[src/rtl/gpio_edge_pkg.sv]
package gpio_edge_pkg;
  localparam int BUS_W  = 32;
  localparam int ADDR_W = 5;
  // Byte offsets decoded by the register bank
  localparam logic [ADDR_W-1:0] OFS_DIR   = 5'h00;
  localparam logic [ADDR_W-1:0] OFS_DATA  = 5'h04;
  localparam logic [ADDR_W-1:0] OFS_IEN   = 5'h08;
  localparam logic [ADDR_W-1:0] OFS_CHG   = 5'h0C;
  localparam logic [ADDR_W-1:0] OFS_WMASK = 5'h10;
  localparam logic [ADDR_W-1:0] OFS_TYPE  = 5'h14;
  // Trigger mode code: both edges
  localparam logic [BUS_W-1:0] TYPE_BOTH_EDGES = 32'h0000_0003;
endpackage

[src/rtl/gpio_sync.sv]
module gpio_sync #(
  parameter int W      = 32,
  parameter int STAGES = 2
) (
  input  logic         clk,
  input  logic         rst,
  input  logic [W-1:0] async_in,
  output logic [W-1:0] level,
  output logic [W-1:0] level_prev
);
  logic [W-1:0] chain [STAGES];

  always_ff @(posedge clk) begin
    if (rst) chain[0] <= '0;
    else     chain[0] <= async_in;
  end

  for (genvar s = 1; s < STAGES; s++) begin : g_stage
    always_ff @(posedge clk) begin
      if (rst) chain[s] <= '0;
      else     chain[s] <= chain[s-1];
    end
  end

  always_ff @(posedge clk) begin
    if (rst) level_prev <= '0;
    else     level_prev <= chain[STAGES-1];
  end

  assign level = chain[STAGES-1];
endmodule

[src/rtl/gpio_flags.sv]
module gpio_flags #(
  parameter int W = 32
) (
  input  logic         clk,
  input  logic         rst,
  input  logic [W-1:0] edge_hit,
  input  logic         clr_we,
  input  logic [W-1:0] clr_bits,
  output logic [W-1:0] flags
);
  logic [W-1:0] clr_eff;

  always_comb clr_eff = clr_we ? clr_bits : '0;

  // A fresh edge overrides an acknowledge on the same bit
  always_ff @(posedge clk) begin
    if (rst) flags <= '0;
    else     flags <= (flags & ~clr_eff) | edge_hit;
  end

  for (genvar i = 0; i < W; i++) begin : g_chk
    p_edge_sets_r4: assert property (@(posedge clk) disable iff (rst)
      edge_hit[i] |=> flags[i]);
    p_edge_wins_r6: assert property (@(posedge clk) disable iff (rst)
      (edge_hit[i] && clr_we && clr_bits[i]) |=> flags[i]);
    p_ack_clears_r5: assert property (@(posedge clk) disable iff (rst)
      (clr_we && clr_bits[i] && !edge_hit[i]) |=> !flags[i]);
    p_zero_keeps_r5: assert property (@(posedge clk) disable iff (rst)
      (clr_we && !clr_bits[i] && !edge_hit[i]) |=> $stable(flags[i]));
  end
endmodule

[src/rtl/gpio_regs.sv]
module gpio_regs
  import gpio_edge_pkg::*;
#(
  parameter int W = 32
) (
  input  logic              clk,
  input  logic              rst,
  input  logic              bus_sel,
  input  logic              bus_we,
  input  logic [ADDR_W-1:0] bus_addr,
  input  logic [BUS_W-1:0]  bus_wdata,
  input  logic [W-1:0]      pin_level,
  input  logic [W-1:0]      flags,
  output logic [W-1:0]      dir_q,
  output logic [W-1:0]      data_q,
  output logic [W-1:0]      ien_q,
  output logic [BUS_W-1:0]  bus_rdata
);
  logic [W-1:0]     wmask_q;
  logic [W-1:0]     wd;
  logic             wr, rd;
  logic [W-1:0]     rd_sel;
  logic             rd_hit;
  logic [BUS_W-1:0] rd_word;

  assign wd = bus_wdata[W-1:0];
  assign wr = bus_sel &  bus_we;
  assign rd = bus_sel & ~bus_we;

  always_ff @(posedge clk) begin
    if (rst) begin
      dir_q   <= '0;
      data_q  <= '0;
      ien_q   <= '0;
      wmask_q <= '0;
    end else if (wr) begin
      case (bus_addr)
        OFS_DIR:   dir_q   <= wd;
        OFS_DATA:  data_q  <= wd;
        OFS_IEN:   ien_q   <= wd;
        OFS_WMASK: wmask_q <= wd;
        default: ;
      endcase
    end
  end

  always_comb begin
    rd_hit = 1'b1;
    case (bus_addr)
      OFS_DIR:   rd_sel = dir_q;
      OFS_DATA:  rd_sel = (dir_q & data_q) | (~dir_q & pin_level);
      OFS_IEN:   rd_sel = ien_q;
      OFS_CHG:   rd_sel = flags;
      OFS_WMASK: rd_sel = wmask_q;
      default: begin rd_sel = '0; rd_hit = 1'b0; end
    endcase
    rd_word = '0;
    if (bus_addr == OFS_TYPE) rd_word = TYPE_BOTH_EDGES;
    else if (rd_hit)          rd_word[W-1:0] = rd_sel;
  end

  always_ff @(posedge clk) begin
    if (rst)     bus_rdata <= '0;
    else if (rd) bus_rdata <= rd_word;
  end

  p_type_const_r8: assert property (@(posedge clk) disable iff (rst)
    (rd && bus_addr == OFS_TYPE) |=> (bus_rdata == TYPE_BOTH_EDGES));
  p_dir_write_r2: assert property (@(posedge clk) disable iff (rst)
    (wr && bus_addr == OFS_DIR) |=> (dir_q == $past(wd)));
endmodule

[src/rtl/gpio_edge_port.sv]
module gpio_edge_port
  import gpio_edge_pkg::*;
#(
  parameter int NPINS = 32
) (
  input  logic              clk,
  input  logic              rst,
  input  logic              bus_sel,
  input  logic              bus_we,
  input  logic [ADDR_W-1:0] bus_addr,
  input  logic [BUS_W-1:0]  bus_wdata,
  output logic [BUS_W-1:0]  bus_rdata,
  input  logic [NPINS-1:0]  pin_in,
  output logic [NPINS-1:0]  pin_out,
  output logic [NPINS-1:0]  pin_oe,
  output logic              irq_out
);
  logic [NPINS-1:0] lvl, lvl_prev, edge_hit, flags;
  logic [NPINS-1:0] dir_q, data_q, ien_q;
  logic             clr_we;
  logic             pend_any;

  gpio_sync #(.W(NPINS), .STAGES(2)) u_sync (
    .clk(clk), .rst(rst), .async_in(pin_in),
    .level(lvl), .level_prev(lvl_prev)
  );

  assign edge_hit = (lvl ^ lvl_prev) & ~dir_q;
  assign clr_we   = bus_sel & bus_we & (bus_addr == OFS_CHG);

  gpio_flags #(.W(NPINS)) u_flags (
    .clk(clk), .rst(rst), .edge_hit(edge_hit),
    .clr_we(clr_we), .clr_bits(bus_wdata[NPINS-1:0]), .flags(flags)
  );

  gpio_regs #(.W(NPINS)) u_regs (
    .clk(clk), .rst(rst), .bus_sel(bus_sel), .bus_we(bus_we),
    .bus_addr(bus_addr), .bus_wdata(bus_wdata), .pin_level(lvl),
    .flags(flags), .dir_q(dir_q), .data_q(data_q), .ien_q(ien_q),
    .bus_rdata(bus_rdata)
  );

  assign pend_any = |(flags & ien_q);

  always_ff @(posedge clk) begin
    if (rst) irq_out <= 1'b0;
    else     irq_out <= pend_any;
  end

  assign pin_oe  = dir_q;
  assign pin_out = data_q;

  p_irq_rise_r7: assert property (@(posedge clk) disable iff (rst)
    pend_any |=> irq_out);
  p_irq_fall_r7: assert property (@(posedge clk) disable iff (rst)
    !pend_any |=> !irq_out);
  p_out_no_flag_r4: assert property (@(posedge clk) disable iff (rst)
    (dir_q == '1) |=> ((flags & ~$past(flags)) == '0));
endmodule

[config.mk]
export PLATFORM = sky130hd
export DESIGN_NAME = gpio_edge_port
export DESIGN_NICKNAME = d
export VERILOG_FILES = /design/src/rtl/gpio_edge_pkg.sv /design/src/rtl/gpio_sync.sv /design/src/rtl/gpio_flags.sv /design/src/rtl/gpio_regs.sv /design/src/rtl/gpio_edge_port.sv
export SDC_FILE = /design/constraint.sdc
export NUM_CORES = 1
export LEC_CHECK = 0
export ABC_AREA = 1
export BUFFER_PORTS_ARGS = -buffer_cell sky130_fd_sc_hd__buf_2
export CAP_MARGIN = 20
export CORE_MARGIN = 2
export CORE_UTILIZATION = 47
export DETAILED_ROUTE_END_ITERATION = 16
export PLACE_DENSITY_LB_ADDON = 0.2
export SYNTH_ARGS = -nofsm -noshare
export SYNTH_HDL_FRONTEND = slang
export SYNTH_SLANG_ARGS = --single-unit
[constraint.sdc]
create_clock -name clk -period 1 [get_ports clk]
set_input_delay 0 -clock clk [delete_from_list [all_inputs] [get_ports clk]]
set_output_delay 0 -clock clk [all_outputs]
set_load 0.1 [all_outputs]
==> results.md, run 1 <==
- Initial DRC count: 1,122
- Critical Path RT: 1.00 ns
- Max-Slew Margin vs Limit: 51.0%
- Via density: 5.28
- Final Util: 75.1%
- Fin crit share: 118%
- Sum Neg Setup Slack: -11.31 ns
- CP arrival: 1.18 ns
- Pwr/cell area: 1360 nW/um^2
- CTS tree: yes
- Crit Path Class: register to output port
- H-tree levels: 1
- CTS Buffer Depth: 3
- Synth unique cells: 24
- Global-route wire length before repair: 59.4 mm
- Final Hold Fails: 18
- Clk sinks: 289
- Via Count: 12,300
- All-Layer GR Usage: 28.4%
- Slew Viols, Final: 0
- WHS: -0.0491 ns
- Skew final: 0.0103 ns
- Crit-path max FO: 2
- Synthesized cell area: 11,500 um^2
- Detailed Route WL: 38.7 mm
- Routed len/inst: 16.6 um
- Worst slew pin tran: 0.733 ns
- Final setup margin: -0.177 ns
- Die ar.: 25,700 um^2
- Yosys top cell by area: dfxtp_1
- Synth warn: 0
- Core ar.: 24,200 um^2
- IO buf count: 169
- #FFs+latches synth: 289
- 1st-pass router iterations: 5
- Lkg Pwr: 7.53 nW
- Unrepaired setup endpoints after global routing: true
- Worst vdd ir: 1.13 mV
- CTS Root Cell: clkbuf_16
- Layout Nets: 2,052
- Fmax: 850 MHz
- I/O pins: 170
- Fillers: 1,705
- Max Cap Viol: 0
- Syn-to-layout area delta: 58.1%
- Initial Util: 47.5%
- Total CTS buffers: 30
- Die W: 160 um
- Layout cells sized above 1: 30.5%
- Largest net degree at the start of global routing: 90
- Status: complete, but fails checks
- Clock latency on the worst-skew pair: 0.55 ns
- Final setup fails: 140
- Syn_area_per_cell: 7.25 um^2
- Failing checks: hold timing, setup timing
- Die Ht: 160 um
- Top post-synthesis cells by area: dfxtp_1 (50%), nand2_1 (16%), a21oi_1 (9.9%), nand3_1 (3.8%), nor2_1 (3.7%)
- Design Power: 0.0247 W
- Sequential fraction of the synthesis area: 50.4%
- Final antenna-violating net count: 0
- Rows: 57
- Post-route DRC: 0
- Gr ovfl total: 0
- Minimum clock period: 1.18 ns
- Reg clk slew, reported paths: 0.07 ns
- Number of global-route vias before repair: 11,600
- Top cell type's share of synthesized area: 50.4%
- Hold Crit Class: input port to register
- GPL Wtd Cong: 0.853
- Antenna violations before repair: 2
- Syn Nets: 1,656
- CP Launch Type: register
- Hpwl dp: 23.8 mm
- Worst setup EP type: output port
- Post-synthesis cell count: 1,583
path summary, 6_finish.rpt:
kind / startpoint / endpoint / slack (ns) / cells after the start
setup / recovery: u_regs.dir_q[31] / pin_oe[31] / -0.18 / 2
hold / removal: rst / u_regs.dir_q[16] / -0.05 / 3
setup reg to reg: u_regs.data_q[25] / u_regs.bus_rdata[25] / -0.15 / 7
hold reg to reg: u_sync.chain[0][11] / u_sync.chain[1][11] / 0.40 / 2
cell usage in the layout (no fill, tap or decap), drive strengths merged:
cell type,instances
a21oi,228
a22o,10
buf,378
bufinv,2
clkbuf,40
clkinv,15
clkinvlp,1
dfxtp,289
diode,1
dlygate4sd3,82
inv,109
nand2,491
nand3,88
nand4,57
nor2,117
nor3,1
o2111ai,1
o21ai,85
o21bai,9
registers in the layout (all words and copies together), names as in the netlist, 32 cells and up:
name and flops:
u_sync.chain 64, u_flags.flags 32, u_regs.bus_rdata 32, u_regs.data_q 32
u_regs.dir_q 32, u_regs.ien_q 32, u_regs.wmask_q 32, u_sync.level_prev 32
final cells by class:
class                           instances  area [um^2]  share of cell area [%]
Antenna cell                            1         2.50                  0.0138
Clock buffer                           39          816                    4.49
Clock inverter                         17          135                   0.744
Inverter                              110          413                    2.27
Multi-Input combinational cell       1087         5140                    28.3
Sequential cell                       289         6090                    33.5
Tap cell                              324          405                    2.23
Timing Repair Buffer                  461         5150                    28.4
cell usage after synthesis:
master,n
buf_4,5
buf_6,1
nor2_4,1
o21bai_1,9
nor2_2,4
inv_1,104
nand3_1,87
nor3_2,1
nand2_1,490
o2111ai_1,1
nor2_1,112
clkbuf_1,50
o21ai_0,74
inv_2,5
o21ai_1,11
dfxtp_1,289
nand3_2,1
nand2_2,1
nand4_1,57
buf_2,36
a21oi_1,228
a22o_1,10
clkinv_1,1
buf_1,5
kinds of logic after synthesis:
kind of cell / share of synthesized area [%]
buf+inv: 7.39
flops: 50.4
simple gates: 27.1
compound gates: 15.1
critical path, cell delays in order (launching register included):
cell     delay, ns
dfxtp_4       0.36
buf_6         0.12
buf_12        0.15
power by group:
part           internal [W]  switching [W]  leakage [nW]
Clock               0.00624        0.00463         0.469
Sequential           0.0116       0.000157          2.42
Combinational      0.000872        0.00117          4.64
Total                0.0187        0.00596          7.53
per-stage QoR:
step,std cells,setup WS (ns),instance area (um^2)
after CTS,2312,-0.187,17600
after global routing,2327,-0.216,18100
after floorplan,1583,-0.0630,11800
after detailed placement,2115,-0.404,15300
final,2328,-0.177,18200
after global placement,2115,-0.364,15300
routing by layer:
metal | wire, um | up-vias | GRT usage, %
li1 | - | 5964 | -
met5 | 13 | - | 0
met3 | 3000 | 89 | 5.01
met1 | 16000 | 5701 | 37.3
met2 | 18700 | 532 | 48.1
met4 | 955 | 2 | 8.48
what timing repair did:
item / CTS / global route
buffers inserted: 63 / 11
gates resized for setup: 29 / 118
setup endpoints to repair: 100 / 150
hold buffers: 78 / 5
endpoints found under the hold margin: 214 / 22
pin swaps: 23 / 87
Note: power is estimated with default switching activity, not from simulation.
==> inputs of run 2 (changes only) <==
- BUFFER_PORTS_ARGS: -buffer_cell sky130_fd_sc_hd__buf_2 -> -buffer_cell sky130_fd_sc_hd__buf_4
==> run 2 against run 1 <==
  * The run ends with setup timing left
  * Combinational power increased by 5%
  * Sequential power about the same
  * Final area up 1.7%
  * Global-route usage up 1.7 points
  * Die area is the same
  * Cell count down 0.39%
  * Hold slack improved by 0.053 ns
  * Clock power grew 12%
  * Worst setup slack got worse by 0.00059 ns
  * First-iteration DRC count is 0.18% lower
  * Flip-flop and latch count is the same
  * Critical endpoint is now pin_out[31]
==> results.md, run 2 (synthesis results as in run 1) <==
- Status: complete, but fails checks
- Failing checks: setup timing
- Core ar.: 24,200 um^2
- Initial Util: 47.5%
- Gr ovfl total: 0
- Max Cap Viol: 0
- Layout Nets: 2,044
- Die ar.: 25,700 um^2
- Total CTS buffers: 30
- Reg2reg end: irq_out
- Clock latency on the worst-skew pair: 0.56 ns
- CTS tree: yes
- Placed Cells: 2,101
- Syn-to-layout area delta: 60.8%
- Max reg flops: 64
- Commonest cells after routing, fill and taps aside: nand2_1 (456), a21oi_1 (217), buf_4 (197)
- Die W: 160 um
- Initial DRC count: 1,120
- Sum Neg Setup Slack: -12.84 ns
- Crit-path max FO: 2
- Detailed Route WL: 41.8 mm
- Final Instance Count excl. Fillers: 2,319
- Routed len/inst: 18.0 um
- WHS Path Cells: 3
- Max-Slew Margin vs Limit: 42.9%
- Fillers: 1,531
- Multi-input gate area: 5180 um^2
- Final antenna-violating net count: 0
- Worst vdd ir: 1.12 mV
- Reg-to-Reg Start: u_flags.flags[8]
- R2R setup slack: -0.16 ns
- Lkg Pwr: 7.68 nW
- Via density: 5.41
- FF-to-FF path depth: 6
- Worst slew pin tran: 0.857 ns
- Slew Viols, Final: 0
- Antenna violations before repair: 0
- Critical Path RT: 1.00 ns
- Crit Path Class: register to output port
- Pwr/cell area: 1420 nW/um^2
- Largest register by flop count: u_sync.chain
- 1st-pass router iterations: 6
- Reg clk slew, reported paths: 0.06 ns
- Skew final: 0.0126 ns
- Placed cell area: 14,100 um^2
- Final setup fails: 146
- Cell area after layout: 18,500 um^2
- Post-route DRC: 0
- Commonest non-fill, non-tap cell in the layout: nand2_1
- CP Launch Type: register
- Final setup margin: -0.177 ns
- Number of global-route vias before repair: 12,200
- Minimum clock period: 1.18 ns
- Via Count: 12,600
- Fmax: 849 MHz
- Hpwl dp: 23.5 mm
- Antenna cell count: 0
- CTS Buffer Depth: 3
- Layout cells sized above 1: 31.1%
- Rows: 57
- All-Layer GR Usage: 30.2%
- Hold wc startpoint: rst
- GPL Wtd Cong: 0.835
- CP arrival: 1.18 ns
- Hold Crit Class: input port to register
- Largest net degree at the start of global routing: 56
- WHS: 0.00422 ns
- Die Ht: 160 um
- Unrepaired setup endpoints after global routing: true
- Fin crit share: 118%
- IO buf count: 169
- Worst setup EP type: output port
- Hold EP: u_regs.bus_rdata[0]
- DP Worst Slack: -0.314 ns
- Register area: 6110 um^2
- Global-route wire length before repair: 63.0 mm
- I/O pins: 170
- Final Hold Fails: 0
- CTS Root Cell: clkbuf_16
- H-tree levels: 1
- Clk sinks: 289
## run 2: changes by cell type in the layout (fill, tap and decap cells not counted), moves of 5 or more
cell and change:
o21ai_0 -6, buf_2 -71, dfxtp_1 -6, dfxtp_4 +8, clkinv_1 -5, clkbuf_8 +5
buf_4 +60, nand2_4 +5, nand2_1 -5
## run 2: worst max-delay path by stage
stage / start / to / cells after the start
2_1_floorplan: u_regs.dir_q[0] / u_regs.bus_rdata[0] / 7
3_3_place_gp: bus_sel / u_regs.dir_q[21] / 7
3_5_place_dp: bus_addr[1] / u_regs.wmask_q[17] / 8
4_1_cts: u_regs.dir_q[31] / pin_oe[31] / 2
5_1_grt: u_regs.dir_q[31] / pin_oe[31] / 2
6_report: u_regs.data_q[31] / pin_out[31] / 2
## run 2: where the power goes
part	internal (W)	leakage (nW)	switching (W)	total, W
sequential	0.0116	2.43	0.000178	0.0118
combinational	0.000940	4.72	0.00121	0.00215
clock	0.00744	0.534	0.00479	0.0122
## run 2: through the flow
stage | util, % | power (W)
final | 76.3 | 0.0261
after floorplan | - | 0.0128
after CTS | 73.7 | 0.0260
after global routing | 76.3 | 0.0269
after detailed placement | 58.5 | 0.0137
after global placement | 58.5 | 0.0137
## run 2: area by class of cell
class	count	area share, %
Multi-Input combinational cell	1087	28.1
Inverter	110	2.24
Sequential cell	289	33.1
Tap cell	324	2.20
Clock buffer	42	4.98
Timing Repair Buffer	453	28.4
Clock inverter	14	0.976
## run 2: timing repair
item | 4_1_cts | 5_1_grt
hold buffers | 79 | 8
endpoints found under the hold margin | 237 | 18
setup buffers | 62 | 13
resized for setup | 325 | 148
pin swaps | 22 | 84
endpoints found under the setup margin | 99 | 160
## run 2: routing by layer
| metal | part of all wire, % | wire length [um] | GRT usage [%] |
|---|---|---|---|
| met5 | 0 | 0 | 0 |
| met4 | 3.5 | 1460 | 9.83 |
| met3 | 7.4 | 3110 | 4.70 |
| met2 | 49 | 20500 | 52.6 |
| met1 | 40 | 16800 | 38.4 |
## run 2: critical path: stages (launching register included)
cell	delay, ns
dfxtp_4	0.35
buf_6	0.12
buf_12	0.15
==> inputs of run 3 (changes only) <==
- clock period: 1 -> 1.5 ns (I/O delays scaled with it)
==> run 3 against run 2 <==
  * The flow now finishes without violations
  * Sequential power shrank 32%
  * Largest cell class unchanged
  * Total power shrank 38%
  * Flip-flop and latch count is the same
  * Count of clock-buffer cells in the layout is the same
  * Routed wire length shrank 18%
  * Die area is the same
  * Final area shrank 19%
  * Critical path type is now register to register
  * Register-to-register slack gained 0.30 ns
  * Cell count shrank 7.2%
  * Worst setup slack gained 0.32 ns
  * Global-route usage shrank 4.2 points
==> results.md, run 3 (synthesis results as in run 1) <==
- Antenna cell count: 0
- Fmax: 734 MHz
- CP arrival: 1.76 ns
- Hpwl dp: 22.2 mm
- Design Power: 0.0163 W
- Final setup margin: 0.138 ns
- Commonest cells after routing, fill and taps aside: nand2_1 (490), dfxtp_1 (249), a21oi_1 (228)
- Post-route DRC: 0
- Skew final: 0.00879 ns
- 1st-pass router iterations: 5
- CTS tree: yes
- Die Ht: 160 um
- DP Worst Slack: 0.0880 ns
- Core ar.: 24,200 um^2
- Worst setup EP type: register
- CP Launch Type: register
- Setup Buffers After CTS: 0
- CP max stage delay: 0.33 ns
- Max Cap Viol: 0
- Detailed Route WL: 34.3 mm
- Antenna violations before repair: 1
- Fin crit share: 90.8%
- Final antenna-violating net count: 0
- Number of global-route vias before repair: 10,600
- All-Layer GR Usage: 26.0%
- Worst path bufs/invs: 0
- Unrepaired setup endpoints after global routing: false
- Total CTS buffers: 29
- Sum Neg Setup Slack: 0 ns
- Via density: 5.28
- Clk sinks: 289
- Worst slew pin tran: 0.509 ns
- GPL Wtd Cong: 0.824
- Final setup fails: 0
- Max reg flops: 64
- Syn-to-layout area delta: 30.6%
- Minimum clock period: 1.36 ns
- Slew Viols, Final: 0
- Slowest cell on crit path: dfxtp_1
- CTS Buffer Depth: 3
- Most used cell along the critical path: nor2_1
- Family with the most delay on the worst path: simple AND/OR/NAND/NOR gates
- Final Hold Fails: 0
- Reg clk slew, reported paths: 0.06 ns
- Crit-path max FO: 3
- Crit Path Class: register to register
- Fillers: 2,207
- Largest register by flop count: u_sync.chain
- Die ar.: 25,700 um^2
- Global-route wire length before repair: 54.8 mm
- Routed len/inst: 16.0 um
- Final Util: 62.0%
- Pwr/cell area: 1090 nW/um^2
- Commonest non-fill, non-tap cell in the layout: nand2_1
- Gr ovfl total: 0
- Hold Crit Class: input port to register
- Layout Nets: 1,881
- I/O pins: 170
- Critical Path RT: 1.90 ns
- IO buf count: 169
- Rows: 57
- Layout cells sized above 1: 17.6%
- Status: finished clean
- Worst vdd ir: 0.605 mV
- CTS Root Cell: clkbuf_16
- Clock latency on the worst-skew pair: 0.54 ns
- Lkg Pwr: 6.14 nW
- WHS: 0.0512 ns
- H-tree levels: 1
- Largest net degree at the start of global routing: 78
- CP Cell Sequence: nand2_1, nand3_1, nor2_1, nand4_1, nor2_1, a21oi_1
- Max-Slew Margin vs Limit: 66.0%
- Initial Util: 47.5%
- Initial DRC count: 1,051
- Via Count: 11,400
- Die W: 160 um
==> run 3: power by group <==
part	leakage, nW	internal, W	switching (W)
combinational	3.30	0.000454	0.000700
clock	0.469	0.00426	0.00293
sequential	2.37	0.00786	0.000115
total	6.14	0.0126	0.00375
==> run 3: area by class of cell <==
cell class              count  area, um^2  area share (%)
flip-flops and latches    289        5840            38.9
repair buffers            291        2510            16.7
multi-input cells        1087        4880            32.6
well taps                 324         405            2.71
inverters                 110         413            2.76
clock inverters             8        92.6           0.618
clock buffers              42         855            5.70
==> run 3: repair_timing <==
action	in CTS	in global routing
resized for setup	0	0
endpoints found under the setup margin	0	0
hold buffers	71	0
hold endpoints to repair	201	0
==> run 3: final timing paths <==
check	start	depth (start not counted)	to	slack, ns
setup reg to reg	u_regs.ien_q[15]	6	irq_out	0.14
setup / recovery	u_regs.ien_q[15]	6	irq_out	0.14
hold reg to reg	u_sync.chain[0][13]	2	u_sync.chain[1][13]	0.40
hold / removal	bus_addr[3]	6	u_regs.bus_rdata[0]	0.05
==> run 3: layer usage <==
metal / wire length [um] / vias to the layer above / GRT usage (%)
met5: 13 / - / 0
met4: 623 / 2 / 5.90
met3: 2510 / 56 / 3.84
met2: 16000 / 389 / 44.0
met1: 15300 / 5304 / 35.3
li1: - / 5599 / -
==> run 3: tightest hold or removal path, delay by kind of cell <==
kind / cells / cell delay, ns
buf+inv: 2 / 0.21
compound gates: 2 / 0.17
simple gates: 2 / 0.15
==> run 3: through the flow <==
stage | instances | cell area [um^2]
final | 2151 | 15000
after global routing | 2151 | 15000
after CTS | 2151 | 15000
after detailed placement | 2030 | 13300
after global placement | 2030 | 13300
after floorplan | 1583 | 11500
